--- src/rtl/phc_pkg.sv ---
// Package: shared types for the pair hash checker.
// Assumes: nothing beyond IEEE 1800-2017.
package phc_pkg;

    // Verdict of one finished candidate as it moves toward the outputs.
    typedef struct packed {
        logic vld;   // a candidate finished in this slot
        logic acc;   // 1 = accepted, only meaningful with vld
    } verdict_t;

endpackage

--- src/rtl/phc_mix.sv ---
// Module: phc_mix
// Purely combinational hash step. Given the current accumulators and one word,
// it returns the next accumulator values and flags a word of all zeros.
// Assumes: W is a multiple of 8; byte swap means full byte-order reversal,
// which for 16 bits exchanges the two bytes.
module phc_mix #(
    parameter int W = 16
) (
    input  logic [W-1:0] a_i,
    input  logic [W-1:0] b_i,
    input  logic [W-1:0] w_i,
    output logic [W-1:0] a_o,
    output logic [W-1:0] b_o,
    output logic         zero_o
);
    localparam int NB = W / 8;

    logic [W-1:0] w_sw;    // byte-reversed input word
    logic [W-1:0] sum;     // A + swap(W), modulo 2^W
    logic [W-1:0] sum_sw;  // byte-reversed sum

    // Byte reversal of the word and of the sum, one lane per byte.
    for (genvar i = 0; i < NB; i++) begin : g_swap
        assign w_sw[i*8 +: 8]   = w_i[(NB-1-i)*8 +: 8];
        assign sum_sw[i*8 +: 8] = sum[(NB-1-i)*8 +: 8];
    end

    // Cross-coupled update; the carry out of the top bit is dropped.
    assign sum    = a_i + w_sw;
    assign a_o    = b_i ^ w_sw;
    assign b_o    = sum_sw;
    assign zero_o = (w_i == '0);

endmodule

--- src/rtl/phc_accum.sv ---
// Module: phc_accum
// Holds the two accumulators and the per-candidate state: whether the candidate
// is open, whether a verdict is latched, and what it is. Registers one verdict
// record when the last word of a candidate is taken.
// Assumes: start has priority over a word in the same cycle; words outside an
// open candidate are ignored; synchronous active-low reset acts like a start.
module phc_accum
    import phc_pkg::*;
#(
    parameter int           W        = 16,
    parameter logic [W-1:0] TARGET_A = 16'hFEB1,
    parameter logic [W-1:0] TARGET_B = 16'h9298
) (
    input  logic         clk,
    input  logic         rst_n,
    input  logic         start_i,
    input  logic         word_vld_i,
    input  logic         last_i,
    input  logic [W-1:0] word_i,
    output verdict_t     fin_o
);
    logic [W-1:0] acc_a_q, acc_b_q;
    logic         open_q, dec_q, ver_q;
    verdict_t     fin_q;

    logic [W-1:0] mix_a, mix_b;
    logic         mix_zero;
    logic         take;       // a word is consumed this cycle
    logic         nxt_dec, nxt_ver;
    logic [W-1:0] nxt_a, nxt_b;

    phc_mix #(.W(W)) u_mix (
        .a_i    (acc_a_q),
        .b_i    (acc_b_q),
        .w_i    (word_i),
        .a_o    (mix_a),
        .b_o    (mix_b),
        .zero_o (mix_zero)
    );

    // Next-state decision for a consumed word: zero reject, update, match.
    always_comb begin
        take    = !start_i && word_vld_i && open_q;
        nxt_dec = dec_q;
        nxt_ver = ver_q;
        nxt_a   = acc_a_q;
        nxt_b   = acc_b_q;
        if (take && !dec_q) begin
            if (mix_zero) begin
                nxt_dec = 1'b1;
                nxt_ver = 1'b0;
            end else begin
                nxt_a = mix_a;
                nxt_b = mix_b;
                if (mix_a == TARGET_A && mix_b == TARGET_B) begin
                    nxt_dec = 1'b1;
                    nxt_ver = 1'b1;
                end
            end
        end
    end

    // State registers: clear on reset/start, otherwise follow the decision.
    always_ff @(posedge clk) begin
        if (!rst_n || start_i) begin
            acc_a_q <= '0;
            acc_b_q <= '0;
            open_q  <= 1'b1;
            dec_q   <= 1'b0;
            ver_q   <= 1'b0;
        end else begin
            acc_a_q <= nxt_a;
            acc_b_q <= nxt_b;
            dec_q   <= nxt_dec;
            ver_q   <= nxt_ver;
            if (take && last_i) begin
                open_q <= 1'b0;
            end
        end
    end

    // Verdict record: one pulse when the last word of an open candidate is taken.
    always_ff @(posedge clk) begin
        if (!rst_n) begin
            fin_q <= '0;
        end else begin
            fin_q.vld <= take && last_i;
            fin_q.acc <= take && last_i && nxt_dec && nxt_ver;
        end
    end

    assign fin_o = fin_q;

    // a start cycle leaves both accumulators cleared.
    a_r2_start_clears: assert property (@(posedge clk) disable iff (!rst_n)
        start_i |=> (acc_a_q == '0 && acc_b_q == '0 && !dec_q));

    // idle cycles keep the accumulators and the verdict.
    a_r7_idle_holds: assert property (@(posedge clk) disable iff (!rst_n)
        (!start_i && !word_vld_i) |=>
            ($stable(acc_a_q) && $stable(acc_b_q) && $stable(dec_q) && $stable(ver_q)));

    // an undecided candidate fed a zero word ends up rejected.
    a_r4_zero_rejects: assert property (@(posedge clk) disable iff (!rst_n)
        (!start_i && word_vld_i && open_q && !dec_q && word_i == '0) |=> (dec_q && !ver_q));

    // a latched verdict never changes before the next start.
    a_r5_verdict_sticky: assert property (@(posedge clk) disable iff (!rst_n)
        (dec_q && !start_i) |=> (dec_q && ver_q == $past(ver_q)));

    // a closed candidate produces no further verdict record.
    a_r8_closed_silent: assert property (@(posedge clk) disable iff (!rst_n)
        (!open_q && !start_i) |=> !fin_q.vld);

endmodule

--- config.mk ---
export PLATFORM = sky130hd
export DESIGN_NAME = phc_accum
export DESIGN_NICKNAME = d
export VERILOG_FILES = /design/src/rtl/phc_pkg.sv /design/src/rtl/phc_mix.sv /design/src/rtl/phc_accum.sv
export SDC_FILE = /design/constraint.sdc
export NUM_CORES = 1
export LEC_CHECK = 0
export ABC_AREA = 1
export CAP_MARGIN = 20
export CORE_MARGIN = 2
export CORE_UTILIZATION = 38
export CTS_BUF_LIST = sky130_fd_sc_hd__clkbuf_8
export DETAILED_ROUTE_END_ITERATION = 7
export SYNTH_ARGS = -nofsm -noshare
export SYNTH_HDL_FRONTEND = slang
export SYNTH_HIERARCHICAL = 1
export SYNTH_SLANG_ARGS = --single-unit
export TNS_END_PERCENT = 5
--- constraint.sdc ---
create_clock -name clk -period 2.89 [get_ports clk]
set_input_delay 0.867 -clock clk [delete_from_list [all_inputs] [get_ports clk]]
set_output_delay 0.867 -clock clk [all_outputs]
set_load 0.005 [all_outputs]
=== Word-level counts from Yosys, hierarchy flattened ===
Cells that the tools add are included.

* Add/subtract/negate cells: 1
* $mul: 0
* Divide/modulo/power cells: 0
* Magnitude comparators: 0
* Equal/unequal tests: 2
* Shifts and indexed selects: 0
* Mux-type cells: 6
* Bitwise gates (word level): 2
* Reductions and logical operators: 13

{| class="wikitable"
|+ Operator list
! kind !! number
|-
| 16-bit equality test (second input constant) || 2
|-
| 16-bit adder || 1
|-
| 16-bit logical NOT || 1
|-
| 16-bit XOR || 1
|-
| 1-bit logical AND || 7
|-
| 1-bit two-way mux || 6
|-
| 1-bit logical NOT || 3
|-
| 2-bit AND reduction || 1
|-
| 1-bit logical OR || 1
|-
| 1-bit inverter || 1
|}

* Register bits after elaboration: 37
* Latch bits: 0
* Memory bits (writable): 0
* Bits in read-only memories: 0
* Input port bits: 21
* Output and inout port bits: 2
* Word-level logic and storage cells: 31
* Memories: 0

=== Longest topological paths before layout ===
* Word-level depth: 8
* Gate-level depth with buffers: 19
* Depth with buffers taken out: 19

=== Cells and area by module ===
Netlist, hierarchy kept.

{| class="wikitable"
|+ By module, submodules not included
! module !! instances !! cells an instance !! area each (µm²) !! sequential area each (µm²)
|-
| phc_accum || 1 || 213 || 1535.2 || 740.7
|-
| phc_mix || 1 || 202 || 1114.8 || 0.0
|}

=== Least setup slack after synthesis ===
OpenSTA, ideal clock, no wires.

* Kind: input -> register
* Start: in word_i[8]
* End: reg fin_q, in the netlist fin_o[0]
* Library setup time: 0.064 ns
* Arrival time: 2.543 ns
* Slack: 0.283 ns
* Stages on the path: 19
* Path buffers: 0
* Cell sequence: ha_1 > fa_1 > nand2_1 > nand3_1 > nand3_1 > nand2_1 > nand2_1 > nand2_1 > nand2_1 > nand2_1 > inv_1 > nand2_1 > nor2_1 > nand2_1 > nor2_1 > nand2_1 > nand2_1 > nand3_1 > nor2_1

* Longest elaborated chain between the ends: 8
* Elaborated cells on any way between the ends: 14
* Those cells by class: 1 x add/sub; 2 x eq/ne; 6 x mux; 1 x bitwise; 4 x reduce/logical

{| class="wikitable"
|+ Ends and longest elaborated chain
! what !! line !! source
|-
| start, declared || phc_accum.sv:19 || <nowiki>input logic [W-1:0] word_i,</nowiki>
|-
| 16-bit adder * || phc_mix.sv:29 || <nowiki>assign sum = a_i + w_sw;</nowiki>
|-
| via mix_b[6] || phc_accum.sv:26 || <nowiki>logic [W-1:0] mix_a, mix_b;</nowiki>
|-
| 16-bit equality test * || phc_accum.sv:55 || <nowiki>if (mix_a == TARGET_A && mix_b == TARGET_B) begin</nowiki>
|-
| 1-bit logical AND * || phc_accum.sv:55 ||
|-
| 1-bit two-way mux || phc_accum.sv:55 ||
|-
| 1-bit two-way mux || phc_accum.sv:49 || <nowiki>if (mix_zero) begin</nowiki>
|-
| 1-bit two-way mux || phc_accum.sv:48 || <nowiki>if (take && !dec_q) begin</nowiki>
|-
| 1-bit logical AND || phc_accum.sv:88 || <nowiki>fin_q.acc <= take && last_i && nxt_dec && nxt_ver;</nowiki>
|-
| 1-bit logical AND * || phc_accum.sv:88 ||
|-
| end, declared || phc_accum.sv:24 || <nowiki>verdict_t fin_q;</nowiki>
|}

Mark *: on every way through the listed nets, which the timed path passes. The rest lies on a longest branch.
A chain may end at the register's enable or synchronous reset.

=== Worst setup path after layout ===
* Start: in word_i[6]
* End: reg fin_q, in the netlist fin_o[0]

Same word-level chain as after synthesis.

==> out/metrics.cfg <==
[worst_setup_path]
rr_worst_depth=19
end_kind=flip-flop
regToRegStartpoint=acc_a_q[0]$_SDFFE_PP0P_
crit_path_max_fanout=3
crit_family=simple AND/OR/NAND/NOR gates
cp-endpoint=fin_o[0]$_SDFF_PN0_
crit_required_ns=3.13
max_stage_delay_ns=0.45
rrSetupSlack_ns=0.67
crit_chain=clkdlybuf4s50_1 -> ha_1 -> nand2_2 -> inv_1 -> nand2_1 -> nand2_1 -> a21oi_2 -> nand3_1 -> nand2_1 -> nand2_1 -> nor2_1 -> nand2_1 -> nor2_1 -> nand2_1 -> nand2_1 -> nand3_1 -> nor2_1
cp.depth=17
cp-startpoint=word_i[6]
r2r-end=fin_o[0]$_SDFF_PN0_
crit_top_cell=nand2_1
path_class=input pin to flip-flop
arrival_ns=2.92
startpoint_type=input pin
slowest_stage=clkdlybuf4s50_1
path_buf_inv=2

[floorplanning]
core-area_mm2=0.00676
die_area_mm2=0.00766
start_util_pct=39.2
die-height_um=87.5
pin_count=23
fp-row-count=30
die_w_um=87.5

[power]
clkPwrFrac_pct=34.2
power_density_mw_per_mm2=383
pwr-share-seq_pct=38.6
sw_frac_of_total_pct=30.6
power_frac_comb_pct=27.1
power_leakage_nw=1.88
internal_power_mw=0.970
ir_worst_vdd_v=0.000213
p_sw_mw=0.428

[timing]
rsz0062_at_grt=no
hold_viol_final=0
drv_slew=0
fmax_mhz=373
relSlewSlack_pct=72.9
setup_viol=0
post-route-period-util_pct=92.7
layout_setup_ws_ns=0.212
worst_pin_slew_ns=0.402
finClkSkew_ns=0.0123
tns_ns=0
min_period_ns=2.68

[placed_design]
gp_congestion=0.942
dp.cells=557
pre_cts_slack_ns=-0.362
port_buffers=22
hpwl_mm=5.32

[routing]
ant_nets=0
wirelength_mm=6.86
dr.pass1.iters=4
drt-wirelength-per-cell_um=12.1
first_iter_violations=116
num_vias=2587
via_per_inst=4.57
drc_errors=0

[global_route]
antenna_found_initial=0
grt_max_degree=24
grt_pass1_vias=2466
overflow=0
grt_pass1_wl_mm=11.0
grt.total_usage_pct=18.5

[finish]
mostFrequentLayoutCell=nand2_1
drive_gt1_share_pct=22.6
num_antenna_cells=0
layout_common_cells=nand2_1, inv_1, buf_4
area_delta_synth_final_pct=37.8
fin_util_pct=54.1
nFillCells=640
fin_cells=566
fin_nets=522

[synth]
syn_area_mm2=0.00265
avgSynthCellArea_um2=6.39
synthMuxAreaShare_pct=0
synth_edf_count=0
synthTopCellsByArea=dfxtp_1, nand2_1, inv_1
synth-xor-area-share_pct=7.93
yosysWarnings=6
ys_seq_area_share_pct=28.0
synthAdderAreaFrac_pct=7.84
synth_top_family_by_area=simple AND/OR/NAND/NOR gates
yosys.area_share.simple_pct=25.4
async_reset_ff_share_pct=0
synth_top_area_share_pct=28.0
ys_seq_elements=37
ys.flop_type=dfxtp_1
synth_compound_gate_area_share_pct=14.4
synth.net_count=452
yosysTopAreaCell=dfxtp_1
synth_cell_types=24
netlist_instances=415

[cts]
clkTransAtPathRegs_ns=0.09
htree_levels=2
insertion_delay_ns=0.31
clk_path_buf_depth=2
tritoncts=yes
cts-root-buf=clkbuf_8
numCtsBuffers=5
cts.sinks=37
cts_hold_buf=0

[run_status]
outcome=completed

[flow_run]
drv_cap=0

[hold_path]
min_path_type=flip-flop to flip-flop

-- state kept, by name, indices dropped and copies added, names as in the netlist --
register and count:
ver_q 1, fin_o 2, acc_b_q 16, open_q 1
acc_a_q 16, dec_q 1
-- power groups by stage --
stage | sequential, mW | clock, mW | combinational (mW)
after detailed placement | 0.549 | 0 | 0.347
final | 0.540 | 0.478 | 0.379
after CTS | 0.537 | 0.490 | 0.350
after floorplan | 0.546 | 0 | 0.188
after global placement | 0.548 | 0 | 0.346
after global routing | 0.542 | 0.508 | 0.422
-- final cells by class --
class / instances / area [µm²] / share of cell area [%]
clock inverters: 3 / 43.8 / 1.20
repair buffers: 73 / 663 / 18.2
flip-flops and latches: 37 / 741 / 20.3
multi-input cells: 274 / 1680 / 46.1
inverters: 94 / 353 / 9.66
clock buffers: 5 / 68.8 / 1.88
well taps: 80 / 100 / 2.74
-- worst min path at each step --
stage | from | endpoint | cells past startpoint
6_report | acc_a_q[14]$_SDFFE_PP0P_ | acc_a_q[14]$_SDFFE_PP0P_ | 2
5_1_grt | acc_a_q[14]$_SDFFE_PP0P_ | acc_a_q[14]$_SDFFE_PP0P_ | 2
4_1_cts | acc_a_q[5]$_SDFFE_PP0P_ | acc_a_q[5]$_SDFFE_PP0P_ | 2
3_5_place_dp | acc_a_q[14]$_SDFFE_PP0P_ | acc_a_q[14]$_SDFFE_PP0P_ | 2
3_3_place_gp | open_q$_SDFFE_PP1P_ | open_q$_SDFFE_PP1P_ | 2
2_1_floorplan | open_q$_SDFFE_PP1P_ | open_q$_SDFFE_PP1P_ | 2
-- cells by family (layout without fill, tap and decap cells) --
group	count (synthesis)	after routing
xor gates and xnor gates	24	24
DFF	37	37
buffers and inverters	104	175
AOI/OAI and AO/OA	74	74
and+or+nand+nor	160	160
adders and majority gates	16	16
-- Yosys cell counts, types with 2 or more instances --
library cell    n
xor2_1         23
inv_2           6
buf_6           6
nor2_1         24
o21ai_1        20
clkbuf_1        4
nand2_2         8
inv_1          88
o21ai_0        12
nor3_2          2
ha_1           15
nand3_1        13
or2_1           2
a21oi_1        39
nor4_1          4
nand2_1       104
a21oi_2         2
dfxtp_1        37
-- worst min-delay path: stages (launching register included) --
cell	delay, ns
dfxtp_1	0.32
inv_1	0.05
a21oi_1	0.05
-- stage by stage --
| stage | hold slack (ns) | cell area (µm²) | power [mW] |
|---|---|---|---|
| 2_1_floorplan | 0.420 | 2650 | 0.735 |
| 3_3_place_gp | 0.435 | 3290 | 0.895 |
| 3_5_place_dp | 0.446 | 3290 | 0.896 |
| 4_1_cts | 0.458 | 3410 | 1.38 |
| 5_1_grt | 0.475 | 3650 | 1.47 |
| 6_report | 0.458 | 3650 | 1.40 |
-- timing repair --
item	4_1_cts	5_1_grt
resized for setup	2	44
pin swaps	0	8
endpoints found under the hold margin	0	0
setup endpoints to repair	3	3
setup buffers	0	1
-- routing by layer --
metal	part of all wire (%)	track usage [%]
met1	47	24.1
met2	47	31.0
met4	1.6	5.73
met5	0	0
met3	3.6	3.22
(Power assumes the default switching activity.)
